===== src/rtl/wavegen_pkg.sv =====
package wavegen_pkg;

    // Selects what counts as one period of a segment.
    typedef enum logic {
        TB_CLOCK = 1'b0,   // every system clock cycle
        TB_TICK  = 1'b1    // every rising edge seen on the pacing input
    } timebase_e;

endpackage


===== src/rtl/wavegen_table.sv =====
// Combinational lookup of a segment's level and duration by index,
// plus elaboration-time validation of the table contents.
module wavegen_table #(
    parameter int                      NUM_SEG    = 6,
    parameter int                      DUR_W      = 8,
    parameter logic [NUM_SEG-1:0]      SEG_LEVELS = '0,
    parameter logic [NUM_SEG*DUR_W-1:0] SEG_DURS  = '0,
    localparam int                     IDX_W      = (NUM_SEG > 1) ? $clog2(NUM_SEG) : 1
) (
    input  logic [IDX_W-1:0] idx,
    output logic             lvl,
    output logic [DUR_W-1:0] dur
);

    // Reject tables that cannot work: empty, or any segment shorter than two periods.
    if (NUM_SEG < 1) begin : g_empty
        $error("wavegen_table: segment list must not be empty");
    end

    for (genvar g = 0; g < NUM_SEG; g++) begin : g_chk
        if (SEG_DURS[g*DUR_W +: DUR_W] < 2) begin : g_short
            $error("wavegen_table: segment %0d is shorter than two periods", g);
        end
    end

    always_comb begin
        lvl = SEG_LEVELS[0];
        dur = SEG_DURS[DUR_W-1:0];
        for (int i = 0; i < NUM_SEG; i++) begin
            if (idx == IDX_W'(i)) begin
                lvl = SEG_LEVELS[i];
                dur = SEG_DURS[i*DUR_W +: DUR_W];
            end
        end
    end

endmodule


===== src/rtl/wavegen_advance.sv =====
// Produces the one-cycle "period elapsed" strobe for the chosen time base.
module wavegen_advance
    import wavegen_pkg::*;
#(
    parameter timebase_e TIME_BASE = TB_CLOCK
) (
    input  logic clk,
    input  logic rst_n,
    input  logic tick_in,
    output logic adv
);

    if (TIME_BASE == TB_TICK) begin : g_tick
        logic prev_d, prev_q;

        always_comb begin
            prev_d = tick_in;
        end

        always_ff @(posedge clk or negedge rst_n) begin
            if (!rst_n) prev_q <= 1'b0;
            else        prev_q <= prev_d;
        end

        // Rising edge: low on the previous sample, high on this one.
        assign adv = tick_in & ~prev_q;
    end else begin : g_clock
        logic unused_tick;
        logic unused_rst;
        logic unused_clk;
        assign unused_tick = tick_in;
        assign unused_rst  = rst_n;
        assign unused_clk  = clk;
        assign adv         = 1'b1;
    end

endmodule


===== src/rtl/wavegen.sv =====
// Cyclic segment waveform generator: top level.
module wavegen
    import wavegen_pkg::*;
#(
    parameter int                       NUM_SEG    = 6,
    parameter int                       DUR_W      = 8,
    parameter logic [NUM_SEG-1:0]       SEG_LEVELS = 6'b101010,
    parameter logic [NUM_SEG*DUR_W-1:0] SEG_DURS   = {8'd6, 8'd2, 8'd5, 8'd4, 8'd2, 8'd3},
    parameter timebase_e                TIME_BASE  = TB_CLOCK
) (
    input  logic clk,
    input  logic rst_n,
    input  logic tick_in,
    output logic wave_out
);

    localparam int IDX_W = (NUM_SEG > 1) ? $clog2(NUM_SEG) : 1;
    localparam logic [IDX_W-1:0] LAST_IDX = IDX_W'(NUM_SEG - 1);
    localparam logic [DUR_W-1:0] TERM_CNT = DUR_W'(1);

    typedef struct packed {
        logic [IDX_W-1:0] idx;   // segment currently playing
        logic [DUR_W-1:0] cnt;   // periods left in this segment, 1 = last
        logic             lvl;   // registered output level
    } state_t;

    localparam state_t ST_RST = '{
        idx: '0,
        cnt: SEG_DURS[DUR_W-1:0],
        lvl: SEG_LEVELS[0]
    };

    state_t           st_d, st_q;
    logic             adv;
    logic [IDX_W-1:0] nxt_idx;
    logic             nxt_lvl;
    logic [DUR_W-1:0] nxt_dur;

    wavegen_advance #(
        .TIME_BASE (TIME_BASE)
    ) u_adv (
        .clk     (clk),
        .rst_n   (rst_n),
        .tick_in (tick_in),
        .adv     (adv)
    );

    // Index of the segment that follows the current one, wrapping at the end.
    assign nxt_idx = (st_q.idx == LAST_IDX) ? '0 : st_q.idx + IDX_W'(1);

    wavegen_table #(
        .NUM_SEG    (NUM_SEG),
        .DUR_W      (DUR_W),
        .SEG_LEVELS (SEG_LEVELS),
        .SEG_DURS   (SEG_DURS)
    ) u_tbl (
        .idx (nxt_idx),
        .lvl (nxt_lvl),
        .dur (nxt_dur)
    );

    always_comb begin
        st_d = st_q;
        if (adv) begin
            if (st_q.cnt == TERM_CNT) begin
                // Boundary: next segment's level and full duration load together.
                st_d.idx = nxt_idx;
                st_d.cnt = nxt_dur;
                st_d.lvl = nxt_lvl;
            end else begin
                st_d.cnt = st_q.cnt - DUR_W'(1);
            end
        end
    end

    always_ff @(posedge clk or negedge rst_n) begin
        if (!rst_n) st_q <= ST_RST;
        else        st_q <= st_d;
    end

    assign wave_out = st_q.lvl;

endmodule


===== config.mk =====
export PLATFORM = sky130hd
export DESIGN_NAME = wavegen
export DESIGN_NICKNAME = d
export VERILOG_FILES = /design/src/rtl/wavegen_pkg.sv /design/src/rtl/wavegen_table.sv /design/src/rtl/wavegen_advance.sv /design/src/rtl/wavegen.sv
export SDC_FILE = /design/constraint.sdc
export NUM_CORES = 1
export LEC_CHECK = 0
export ABC_AREA = 1
export BUFFER_PORTS_ARGS = -buffer_cell sky130_fd_sc_hd__buf_4
export CORE_MARGIN = 3
export CORE_UTILIZATION = 30
export CTS_BUF_LIST = sky130_fd_sc_hd__clkbuf_16
export CTS_CLUSTER_DIAMETER = 40
export DETAILED_ROUTE_END_ITERATION = 10
export PLACE_DENSITY_LB_ADDON = 0.05
export SYNTH_ARGS = -nofsm -noshare
export SYNTH_HDL_FRONTEND = slang
export SYNTH_HIERARCHICAL = 1
export SYNTH_SLANG_ARGS = --single-unit

===== constraint.sdc =====
create_clock -name clk -period 1.7 [get_ports clk]
set_input_delay 0.34 -clock clk [delete_from_list [all_inputs] [get_ports clk]]
set_output_delay 0.34 -clock clk [all_outputs]
set_load 0.05 [all_outputs]

==> results of run 1 <==
## cells in the final DEF (no fill, tap or decap), drive strengths merged
cell type and count:
dlygate4sd3 1, ha 2, clkbuf 3, nand4 1, nand2 41, dfstp 2
xnor2 1, a21oi 7, xor2 1, conb 6, o21ai 12, nand3 13
clkinv 1, buf 4, dfrtp 10, nor2 9, inv 26
## layout make-up
| class | count | area (um2) | share of cell area |
|---|---|---|---|
| Clock buffer | 3 | 75.1 | 0.0743 |
| Clock inverter | 1 | 3.75 | 0.00372 |
| Inverter | 26 | 97.6 | 0.0967 |
| Multi-Input combinational cell | 93 | 452 | 0.447 |
| Sequential cell | 12 | 303 | 0.300 |
| Tap cell | 31 | 38.8 | 0.0384 |
| Timing Repair Buffer | 5 | 40.0 | 0.0397 |
## worst max-delay path: stages (launching register included)
cell	delay, ns
sky130_fd_sc_hd__dfstp_2	0.55
sky130_fd_sc_hd__ha_1	0.16
sky130_fd_sc_hd__nand2_1	0.09
sky130_fd_sc_hd__nor2_4	0.24
sky130_fd_sc_hd__buf_4	0.18
sky130_fd_sc_hd__nand2_1	0.05
sky130_fd_sc_hd__nand2_1	0.06
sky130_fd_sc_hd__o21ai_2	0.05
## final timing paths
check                                 to     start
worst max-delay path             st_q[4]   st_q[1]
worst min-delay path            wave_out  wave_out
worst max register to register   st_q[4]   st_q[1]
worst min register to register  wave_out  wave_out
max in group asynchronous        st_q[1]     rst_n
min in group asynchronous        st_q[6]     rst_n
## logic make-up (layout without fill, tap and decap cells)
| logic type | Yosys count | count (layout) | share of synthesized area |
|---|---|---|---|
| flip-flops | 12 | 12 | 0.337 |
| XOR/XNOR | 2 | 2 | 0.0195 |
| buffers and inverters | 34 | 35 | 0.177 |
| other | 2 | 6 | 0.00836 |
| AND/OR/NAND/NOR | 64 | 64 | 0.316 |
| AO/OA/AOI/OAI | 19 | 19 | 0.114 |
| adder cells (fa/ha/maj) | 2 | 2 | 0.0279 |
## through the flow
stage	utilization	cells	hold slack, ns	setup WS (ns)
detailed placement	0.328	166	0.200	0.214
global placement	0.328	166	0.197	0.211
CTS	0.360	171	0.477	0.199
floorplan	-	139	0.0444	0.375
global route	0.360	171	0.502	0.0485
finish	0.360	171	0.474	0.210
## report_power, final
group | total [mW] | switching (mW) | internal (mW)
registers | 0.564 | 0.137 | 0.427
clock network | 0.435 | 0.125 | 0.310
logic | 0.862 | 0.538 | 0.324
## flip-flops by register name, summed over array words and instances (netlist names)
name      cells
st_q         11
wave_out      1
## per-layer routing
layer  vias up  track usage  routed length, um
met1       357        0.133                835
met3         2       0.0255                 36
met2         4        0.189                862
li1        412            -                  -
met4         0       0.0464                 17
met5         -            0                  0
==> qor.json, run 1 <==
{
  "run_status": {"value": "completed"},
  "power_density": {"value": 1840, "unit": "nW/um2"},
  "rrSetupSlack": {"value": 0.21, "unit": "ns"},
  "final_hold_viol_count": {"value": 0},
  "drc": {"value": 0},
  "ys_types": {"value": 22},
  "post_drt_wl_per_cell": {"value": 10.2, "unit": "um"},
  "num-nets-final": {"value": 146},
  "fp.dieW": {"value": 60.7, "unit": "um"},
  "yosys_warnings": {"value": 6},
  "detail_route.first_pass.iterations": {"value": 3},
  "synthFlopType": {"value": "sky130_fd_sc_hd__dfrtp_1"},
  "start_util": {"value": 0.320},
  "cts.clk_slew.worst_paths": {"value": 0.05, "unit": "ns"},
  "synthDominantAreaCellType": {"value": "sky130_fd_sc_hd__dfrtp_1"},
  "synth.yosys.seq_area_share": {"value": 0.337},
  "tritoncts.num_buffers": {"value": 3},
  "max-cap-violations": {"value": 0},
  "antenna_found_initial": {"value": 0},
  "hp-class": {"value": "reg2reg"},
  "core_area": {"value": 2810, "unit": "um2"},
  "grt-ovfl-total": {"value": 0},
  "post_cts_resize_count": {"value": 0},
  "end_kind": {"value": "register"},
  "first_global_vias": {"value": 715},
  "dr_vias": {"value": 775},
  "cells_after_synth": {"value": 135},
  "final_layout_size_suffix_gt1_frac": {"value": 0.136},
  "max_clock_freq": {"value": 671, "unit": "MHz"},
  "max-clock-path-buffers": {"value": 2},
  "floorplan.die_area": {"value": 3690, "unit": "um2"},
  "kind_of_launch_point_of_the_worst_setup_path": {"value": "register"},
  "postCtsHoldBufs": {"value": 1},
  "filler_cell_count": {"value": 326},
  "detailed_place.area": {"value": 921, "unit": "um2"},
  "number_of_standard_cell_rows_in_the_floorplan": {"value": 19},
  "syn_area_per_cell": {"value": 6.65, "unit": "um2"},
  "finalMaxSlewViolations": {"value": 0},
  "leakagePower": {"value": 0.523, "unit": "nW"},
  "finalSetupViolCount": {"value": 0},
  "rsz_0062_raised_after_global_routing": {"value": "false"},
  "ys_seq_elements": {"value": 12},
  "top_level_ports": {"value": 4},
  "worstRegToRegCells": {"value": 7},
  "yosys.cell_count.top_type": {"value": "sky130_fd_sc_hd__nand2_1"},
  "root_buffer": {"value": "sky130_fd_sc_hd__clkbuf_16"},
  "finalInstanceArea": {"value": 1010, "unit": "um2"},
  "vias_per_cell": {"value": 4.53},
  "synth.area.top_cells": {"value": "sky130_fd_sc_hd__dfrtp_1 28%, sky130_fd_sc_hd__nand2_1 16%, sky130_fd_sc_hd__inv_1 10%"},
  "tritoncts_num_sinks": {"value": 12},
  "cts_tree": {"value": "yes"},
  "area_fraction_of_the_dominant_cell_type_after_synthesis": {"value": 0.279},
  "timing.setup.tns": {"value": 0, "unit": "ns"},
  "final_estimated_routing_congestion_in_global_placement": {"value": 0.771},
  "post-dp-hpwl": {"value": 1330, "unit": "um"},
  "drt.antenna.violating_nets": {"value": 0},
  "number_of_setup_buffers_added_after_cts": {"value": 0},
  "ir_drop": {"value": 608, "unit": "uV"},
  "number_of_synthesized_flops_with_an_enable_pin": {"value": 0},
  "summed_instance_area_of_the_synthesized_netlist": {"value": 898, "unit": "um2"},
  "required_time_at_the_endpoint_of_the_critical_path": {"value": 1.83, "unit": "ns"},
  "detail_route.wirelength": {"value": 1750, "unit": "um"},
  "critPathKind": {"value": "reg2reg"},
  "timing.max_slew.rel_slack": {"value": 0.582},
  "post-layout-total-power": {"value": 1.86, "unit": "mW"},
  "antenna_cells": {"value": 0},
  "arrival": {"value": 1.62, "unit": "ns"},
  "flow.area_growth_from_synthesis": {"value": 12.4, "unit": "%"},
  "synth-async-reset-ratio": {"value": 1.00},
  "worstHoldPathCells": {"value": 2},
  "io_buffer_count": {"value": 2},
  "cp_max_fo": {"value": 7},
  "die-height": {"value": 60.7, "unit": "um"},
  "dr.first_iter.drc_count": {"value": 26},
  "grt_start_max_net_pins": {"value": 13},
  "wire_length_of_the_first_global_routing_pass": {"value": 2970, "unit": "um"},
  "fin_crit_sh": {"value": 0.876},
  "synth.cells.most_frequent": {"value": "38 x sky130_fd_sc_hd__nand2_1, 24 x sky130_fd_sc_hd__inv_1, 13 x sky130_fd_sc_hd__nand3_1"},
  "clock_skew": {"value": 0.00200, "unit": "ns"},
  "layout_min_cycle_time": {"value": 1.49, "unit": "ns"},
  "worst-slew-pin-transition": {"value": 0.620, "unit": "ns"},
  "cts_htree_levels": {"value": 1},
  "skew_pair_late_insertion_delay": {"value": 0.24, "unit": "ns"},
  "grt_util_all_layers": {"value": 0.111}
}
No activity file was read; power rests on OpenSTA's default activity.
==> inputs of run 2 (changes only) <==
--- a/config.mk
+++ b/config.mk
@@ -6,7 +6,7 @@
 export NUM_CORES = 1
 export LEC_CHECK = 0
 export ABC_AREA = 1
-export BUFFER_PORTS_ARGS = -buffer_cell sky130_fd_sc_hd__buf_4
+export BUFFER_PORTS_ARGS = -buffer_cell sky130_fd_sc_hd__buf_2
 export CORE_MARGIN = 3
 export CORE_UTILIZATION = 30
 export CTS_BUF_LIST = sky130_fd_sc_hd__clkbuf_16
==> run 2 against run 1 <==
Compared with the run above:
- combinational power about the same
- via count shrank 1.7%
- clock skew about the same
- register-to-register slack worse by 0.02 ns
- cell count stayed put
- largest cell class unchanged
- routed wire length increased by 0.86%
- largest power group unchanged
- cell area fell by 0.50%
- critical path depth grew 3
- sequential share of layout area grew 0.15 points
- global-route usage decreased by 0.16 points
- worst hold slack worse by 0.0067 ns
==> qor.json, run 2 (synthesis results as in run 1) <==
{
  "core_area": {"value": 2810, "unit": "um2"},
  "grt-ovfl-total": {"value": 0},
  "finalSetupViolCount": {"value": 0},
  "clock_skew": {"value": 0.00214, "unit": "ns"},
  "final_layout_size_suffix_gt1_frac": {"value": 0.136},
  "timing.setup.tns": {"value": 0, "unit": "ns"},
  "critPathKind": {"value": "reg2reg"},
  "power_density": {"value": 1850, "unit": "nW/um2"},
  "leakagePower": {"value": 0.522, "unit": "nW"},
  "ir_drop": {"value": 560, "unit": "uV"},
  "cts_htree_levels": {"value": 1},
  "gr-max-usage-layer": {"value": "met2"},
  "detailed_place.area": {"value": 916, "unit": "um2"},
  "flow.area_growth_from_synthesis": {"value": 11.8, "unit": "%"},
  "grt_start_max_net_pins": {"value": 13},
  "hp-class": {"value": "reg2reg"},
  "wire_length_of_the_first_global_routing_pass": {"value": 2920, "unit": "um"},
  "layout_min_cycle_time": {"value": 1.51, "unit": "ns"},
  "largest_register": {"value": "st_q"},
  "antenna_found_initial": {"value": 0},
  "area_of_combinational_cells_with_multiple_inputs": {"value": 452, "unit": "um2"},
  "first_global_vias": {"value": 666},
  "filler_cell_count": {"value": 322},
  "top_level_ports": {"value": 4},
  "timing.max_slew.rel_slack": {"value": 0.542},
  "floorplan.die_area": {"value": 3690, "unit": "um2"},
  "start_util": {"value": 0.320},
  "number_of_standard_cell_rows_in_the_floorplan": {"value": 19},
  "tritoncts_num_sinks": {"value": 12},
  "num-nets-final": {"value": 146},
  "dr_vias": {"value": 762},
  "tritoncts.num_buffers": {"value": 3},
  "final_hold_viol_count": {"value": 0},
  "postCtsHoldBufs": {"value": 1},
  "timing.critical_path.slowest_cell_delay": {"value": 0.56, "unit": "ns"},
  "post_cts_resize_count": {"value": 0},
  "arrival": {"value": 1.68, "unit": "ns"},
  "io_buffer_count": {"value": 2},
  "layout.cells.most_common": {"value": "sky130_fd_sc_hd__nand2_1"},
  "family_with_the_most_delay_on_the_worst_path": {"value": "compound AO/OA/AOI/OAI gates"},
  "drt.antenna.violating_nets": {"value": 0},
  "final_estimated_routing_congestion_in_global_placement": {"value": 0.726},
  "fp.dieW": {"value": 60.7, "unit": "um"},
  "dr.first_iter.drc_count": {"value": 15},
  "gr-usage-met2": {"value": 0.174},
  "post_drt_wl_per_cell": {"value": 10.3, "unit": "um"},
  "finalMaxSlewViolations": {"value": 0},
  "flip_flop_count_of_the_largest_register_after_layout": {"value": 11},
  "crit_path_buffers_inverters": {"value": 3},
  "global_routing_usage_on_met1": {"value": 0.137},
  "detail_route.first_pass.iterations": {"value": 4},
  "skew_pair_late_insertion_delay": {"value": 0.24, "unit": "ns"},
  "required_time_at_the_endpoint_of_the_critical_path": {"value": 1.87, "unit": "ns"},
  "grt.met3_usage": {"value": 0.0255},
  "cp_max_fo": {"value": 6},
  "rsz_0062_raised_after_global_routing": {"value": "false"},
  "fin_crit_sh": {"value": 0.890},
  "kind_of_launch_point_of_the_worst_setup_path": {"value": "register"},
  "crit_path_top_delay_cell": {"value": "sky130_fd_sc_hd__o21ai_0"},
  "finalInstanceArea": {"value": 1000, "unit": "um2"},
  "critical_path.cell_chain": {"value": "inv_1, o21ai_0, inv_2, nand2_2, nand3_1, nand2_1, inv_1, nand2_1, nand3_1, o21ai_1"},
  "vias_per_cell": {"value": 4.46},
  "root_buffer": {"value": "sky130_fd_sc_hd__clkbuf_16"},
  "die-height": {"value": 60.7, "unit": "um"},
  "max_clock_freq": {"value": 661, "unit": "MHz"},
  "max-clock-path-buffers": {"value": 2},
  "layout_common_cells": {"value": "38 x sky130_fd_sc_hd__nand2_1, 24 x sky130_fd_sc_hd__inv_1, 13 x sky130_fd_sc_hd__nand3_1, 10 x sky130_fd_sc_hd__dfrtp_1, 7 x sky130_fd_sc_hd__a21oi_1"},
  "run_status": {"value": "completed"},
  "number_of_setup_buffers_added_after_cts": {"value": 0},
  "cts_tree": {"value": "yes"},
  "cts.clk_slew.worst_paths": {"value": 0.05, "unit": "ns"},
  "grt_util_all_layers": {"value": 0.109},
  "end_kind": {"value": "register"},
  "antenna_cells": {"value": 0},
  "detail_route.wirelength": {"value": 1770, "unit": "um"},
  "worst-slew-pin-transition": {"value": 0.679, "unit": "ns"},
  "max-cap-violations": {"value": 0},
  "drc": {"value": 0},
  "seqCellArea": {"value": 303, "unit": "um2"},
  "post-dp-hpwl": {"value": 1330, "unit": "um"}
}
[run 2: cell counts in the layout (fill, tap and decap cells not counted)]
No cell type changed its count.
[run 2: path summary, 6_finish.rpt]
check | from | end | slack, ns | cells past startpoint
max reg2reg | st_q[10] | st_q[1] | 0.19 | 10
min reg2reg | wave_out | wave_out | 0.47 | 2
max | st_q[10] | st_q[1] | 0.19 | 10
min | wave_out | wave_out | 0.47 | 2
max in group asynchronous | rst_n | st_q[1] | 0.90 | 2
min in group asynchronous | rst_n | st_q[5] | 0.52 | 2
[run 2: area by class of cell]
type                    count  area share
repair buffers              5      0.0349
clock inverters             1     0.00374
well taps                  31      0.0386
inverters                  26      0.0971
multi-input cells          93       0.450
flip-flops and latches     12       0.301
clock buffers               3      0.0747
[run 2: per-layer routing]
metal / wire length (um) / part of all wire
met5: 0 / 0
met4: 17 / 0.0096
met3: 36 / 0.020
met2: 850 / 0.48
met1: 862 / 0.49
[run 2: stage by stage]
stage               utilization  hold WS, ns  total power [mW]  std cells  worst slack [ns]
floorplan                     -       0.0444              1.27        139             0.375
global placement          0.326        0.249              1.43        166             0.203
detailed placement        0.326        0.251              1.43        166             0.183
CTS                       0.358        0.471              1.89        171             0.155
global route              0.358        0.516              2.05        171            0.0522
finish                    0.358        0.467              1.86        171             0.188
[run 2: worst min-delay path, stage by stage, from the launching register on]
cell and delay [ns]:
sky130_fd_sc_hd__dfrtp_1 0.34, sky130_fd_sc_hd__nand2_1 0.05, sky130_fd_sc_hd__nand2_1 0.04
[run 2: report_power, final]
group	internal (mW)	leakage, nW	switching [mW]
clock network	0.310	0.0385	0.128
logic	0.320	0.339	0.539
registers	0.427	0.144	0.138
==> inputs of run 3 (changes only) <==
--- a/config.mk
+++ b/config.mk
@@ -7,12 +7,12 @@
 export LEC_CHECK = 0
 export ABC_AREA = 1
 export BUFFER_PORTS_ARGS = -buffer_cell sky130_fd_sc_hd__buf_2
-export CORE_MARGIN = 3
 export CORE_UTILIZATION = 30
 export CTS_BUF_LIST = sky130_fd_sc_hd__clkbuf_16
 export CTS_CLUSTER_DIAMETER = 40
 export DETAILED_ROUTE_END_ITERATION = 10
 export PLACE_DENSITY_LB_ADDON = 0.05
+export SETUP_SLACK_MARGIN = 0.2
 export SYNTH_ARGS = -nofsm -noshare
 export SYNTH_HDL_FRONTEND = slang
 export SYNTH_HIERARCHICAL = 1
==> run 3 against run 2 <==
Compared with the run above:
- setup slack better by 0.086 ns
- die area decreased by 13%
- critical endpoint is now st_q[4]
- worst hold slack gained 0.0074 ns
- cell count grew 2.3%
- clock skew is essentially flat
- largest cell class unchanged
- cell area rose by 4.6%
- non-clock buffer count grew 4
- fmax increased by 6.0%
- sequential power increased by 1%
- register-to-register slack better by 0.09 ns
- global-route usage rose by 2.7 points
- highest routed layer unchanged
==> qor.json, run 3 (synthesis results as in run 1) <==
{
  "run_status": {"value": "completed"},
  "drc": {"value": 0},
  "grt_start_max_net_pins": {"value": 13},
  "crit_path_top_delay_cell": {"value": "sky130_fd_sc_hd__dfstp_2"},
  "core_area": {"value": 2810, "unit": "um2"},
  "timing.rr.end": {"value": "st_q[4]"},
  "cts.clk_slew.worst_paths": {"value": 0.05, "unit": "ns"},
  "dr.first_iter.drc_count": {"value": 12},
  "end_kind": {"value": "register"},
  "rrSetupSlack": {"value": 0.27, "unit": "ns"},
  "finalMaxSlewViolations": {"value": 0},
  "antenna_cells": {"value": 0},
  "drt.antenna.violating_nets": {"value": 0},
  "io_buffer_count": {"value": 2},
  "grt.met3_usage": {"value": 0.0276},
  "dr_vias": {"value": 776},
  "layout_common_cells": {"value": "36 x sky130_fd_sc_hd__nand2_1, 22 x sky130_fd_sc_hd__inv_1, 13 x sky130_fd_sc_hd__nand3_1, 10 x sky130_fd_sc_hd__dfrtp_1, 7 x sky130_fd_sc_hd__o21ai_1"},
  "preCtsSetupSlack": {"value": 0.201, "unit": "ns"},
  "hold_path_end": {"value": "wave_out"},
  "family_with_the_most_delay_on_the_worst_path": {"value": "flip-flops"},
  "detail_route.first_pass.iterations": {"value": 4},
  "required_time_at_the_endpoint_of_the_critical_path": {"value": 1.83, "unit": "ns"},
  "cp_max_fo": {"value": 5},
  "gr-max-usage-layer": {"value": "met2"},
  "power_density": {"value": 1910, "unit": "nW/um2"},
  "layout_min_cycle_time": {"value": 1.43, "unit": "ns"},
  "leakagePower": {"value": 0.543, "unit": "nW"},
  "num-nets-final": {"value": 150},
  "finalInstanceArea": {"value": 1050, "unit": "um2"},
  "critical_path.cell_chain": {"value": "ha_1, nand2_2, nor2_4, buf_4, nand2_1, nand2_1, o21ai_2"},
  "max_clock_freq": {"value": 701, "unit": "MHz"},
  "floorplan.die_area": {"value": 3220, "unit": "um2"},
  "root_buffer": {"value": "sky130_fd_sc_hd__clkbuf_16"},
  "tritoncts.num_buffers": {"value": 3},
  "fin_crit_sh": {"value": 0.839},
  "flip_flop_count_of_the_largest_register_after_layout": {"value": 11},
  "post_layout_nonfiller_instances": {"value": 175},
  "skew_pair_late_insertion_delay": {"value": 0.24, "unit": "ns"},
  "final_hold_viol_count": {"value": 0},
  "grt-ovfl-total": {"value": 0},
  "ir_drop": {"value": 768, "unit": "uV"},
  "largest_register": {"value": "st_q"},
  "kind_of_launch_point_of_the_worst_setup_path": {"value": "register"},
  "max-clock-path-buffers": {"value": 2},
  "post_drt_wl_per_cell": {"value": 10.8, "unit": "um"},
  "timing.critical_path.mode_cell": {"value": "sky130_fd_sc_hd__nand2_1"},
  "rsz_0062_raised_after_global_routing": {"value": "false"},
  "cts_htree_levels": {"value": 1},
  "die-height": {"value": 56.7, "unit": "um"},
  "hp-class": {"value": "reg2reg"},
  "antenna_found_initial": {"value": 0},
  "finalSetupViolCount": {"value": 0},
  "layout_setup_ws": {"value": 0.273, "unit": "ns"},
  "flow.area_growth_from_synthesis": {"value": 17.0, "unit": "%"},
  "tritoncts_num_sinks": {"value": 12},
  "final_layout_size_suffix_gt1_frac": {"value": 0.208},
  "crit_path_buffers_inverters": {"value": 1},
  "final_estimated_routing_congestion_in_global_placement": {"value": 0.730},
  "critPathKind": {"value": "reg2reg"},
  "cts_tree": {"value": "yes"},
  "top_level_ports": {"value": 4},
  "start_util": {"value": 0.320},
  "fp.dieW": {"value": 56.7, "unit": "um"},
  "global_routing_usage_on_met1": {"value": 0.160},
  "wire_length_of_the_first_global_routing_pass": {"value": 3320, "unit": "um"},
  "vias_per_cell": {"value": 4.43},
  "max-cap-violations": {"value": 0},
  "timing.setup.tns": {"value": 0, "unit": "ns"},
  "post-dp-hpwl": {"value": 1360, "unit": "um"},
  "hold-worst-slack": {"value": 0.474, "unit": "ns"},
  "detailed_place.area": {"value": 916, "unit": "um2"},
  "arrival": {"value": 1.56, "unit": "ns"},
  "clock_skew": {"value": 0.00258, "unit": "ns"},
  "grt_util_all_layers": {"value": 0.137},
  "post-route-util": {"value": 0.375},
  "worstHoldPathCells": {"value": 2},
  "post-layout-total-power": {"value": 2.01, "unit": "mW"},
  "detail_route.wirelength": {"value": 1900, "unit": "um"},
  "placed_cells_incl_taps": {"value": 166},
  "timing.critical_path.slowest_cell_delay": {"value": 0.55, "unit": "ns"},
  "number_of_standard_cell_rows_in_the_floorplan": {"value": 19},
  "hold_start": {"value": "wave_out"},
  "critical_path.reg2reg.startpoint": {"value": "st_q[1]"},
  "worstRegToRegCells": {"value": 7},
  "first_global_vias": {"value": 771},
  "gr-usage-met2": {"value": 0.236},
  "layout.cells.most_common": {"value": "sky130_fd_sc_hd__nand2_1"}
}
[run 3: worst min-delay path, delay by kind of cell, from the launching register on]
family           cells  cell delay, ns
AND/OR/NAND/NOR      2            0.09
flip-flops           1            0.34
[run 3: layer usage]
metal,vias to the layer above,share of wire
li1,418,-
met1,354,0.49
met2,2,0.49
met5,-,0
met4,0,0.0069
met3,2,0.013
[run 3: worst max path at each step]
stage | from | end | slack [ns] | cells after the start
2_1_floorplan | st_q[2] | st_q[4] | 0.37 | 7
3_3_place_gp | st_q[1] | st_q[3] | 0.20 | 7
3_5_place_dp | st_q[10] | st_q[3] | 0.20 | 8
4_1_cts | st_q[1] | st_q[3] | 0.23 | 7
5_1_grt | st_q[2] | st_q[5] | 0.21 | 8
6_report | st_q[1] | st_q[4] | 0.27 | 7
[run 3: power breakdown]
part / internal [mW] / switching (mW) / total (mW)
Combinational: 0.401 / 0.597 / 0.997
Clock: 0.310 / 0.129 / 0.439
Sequential: 0.427 / 0.146 / 0.573
[run 3: final cells by class]
type	instances	area (um2)
fillers	329	1750
multi-input cells	93	468
flip-flops and latches	12	303
inverters	26	97.6
clock buffers	3	75.1
repair buffers	9	65.1
well taps	31	38.8
clock inverters	1	3.75
[run 3: what timing repair did]
action | CTS | global route
setup endpoints to repair | 2 | 7
hold buffers | 1 | 0
endpoints found under the hold margin | 10 | 0
pin swaps | 0 | 1
resized for setup | 1 | 10
buffers inserted | 0 | 4
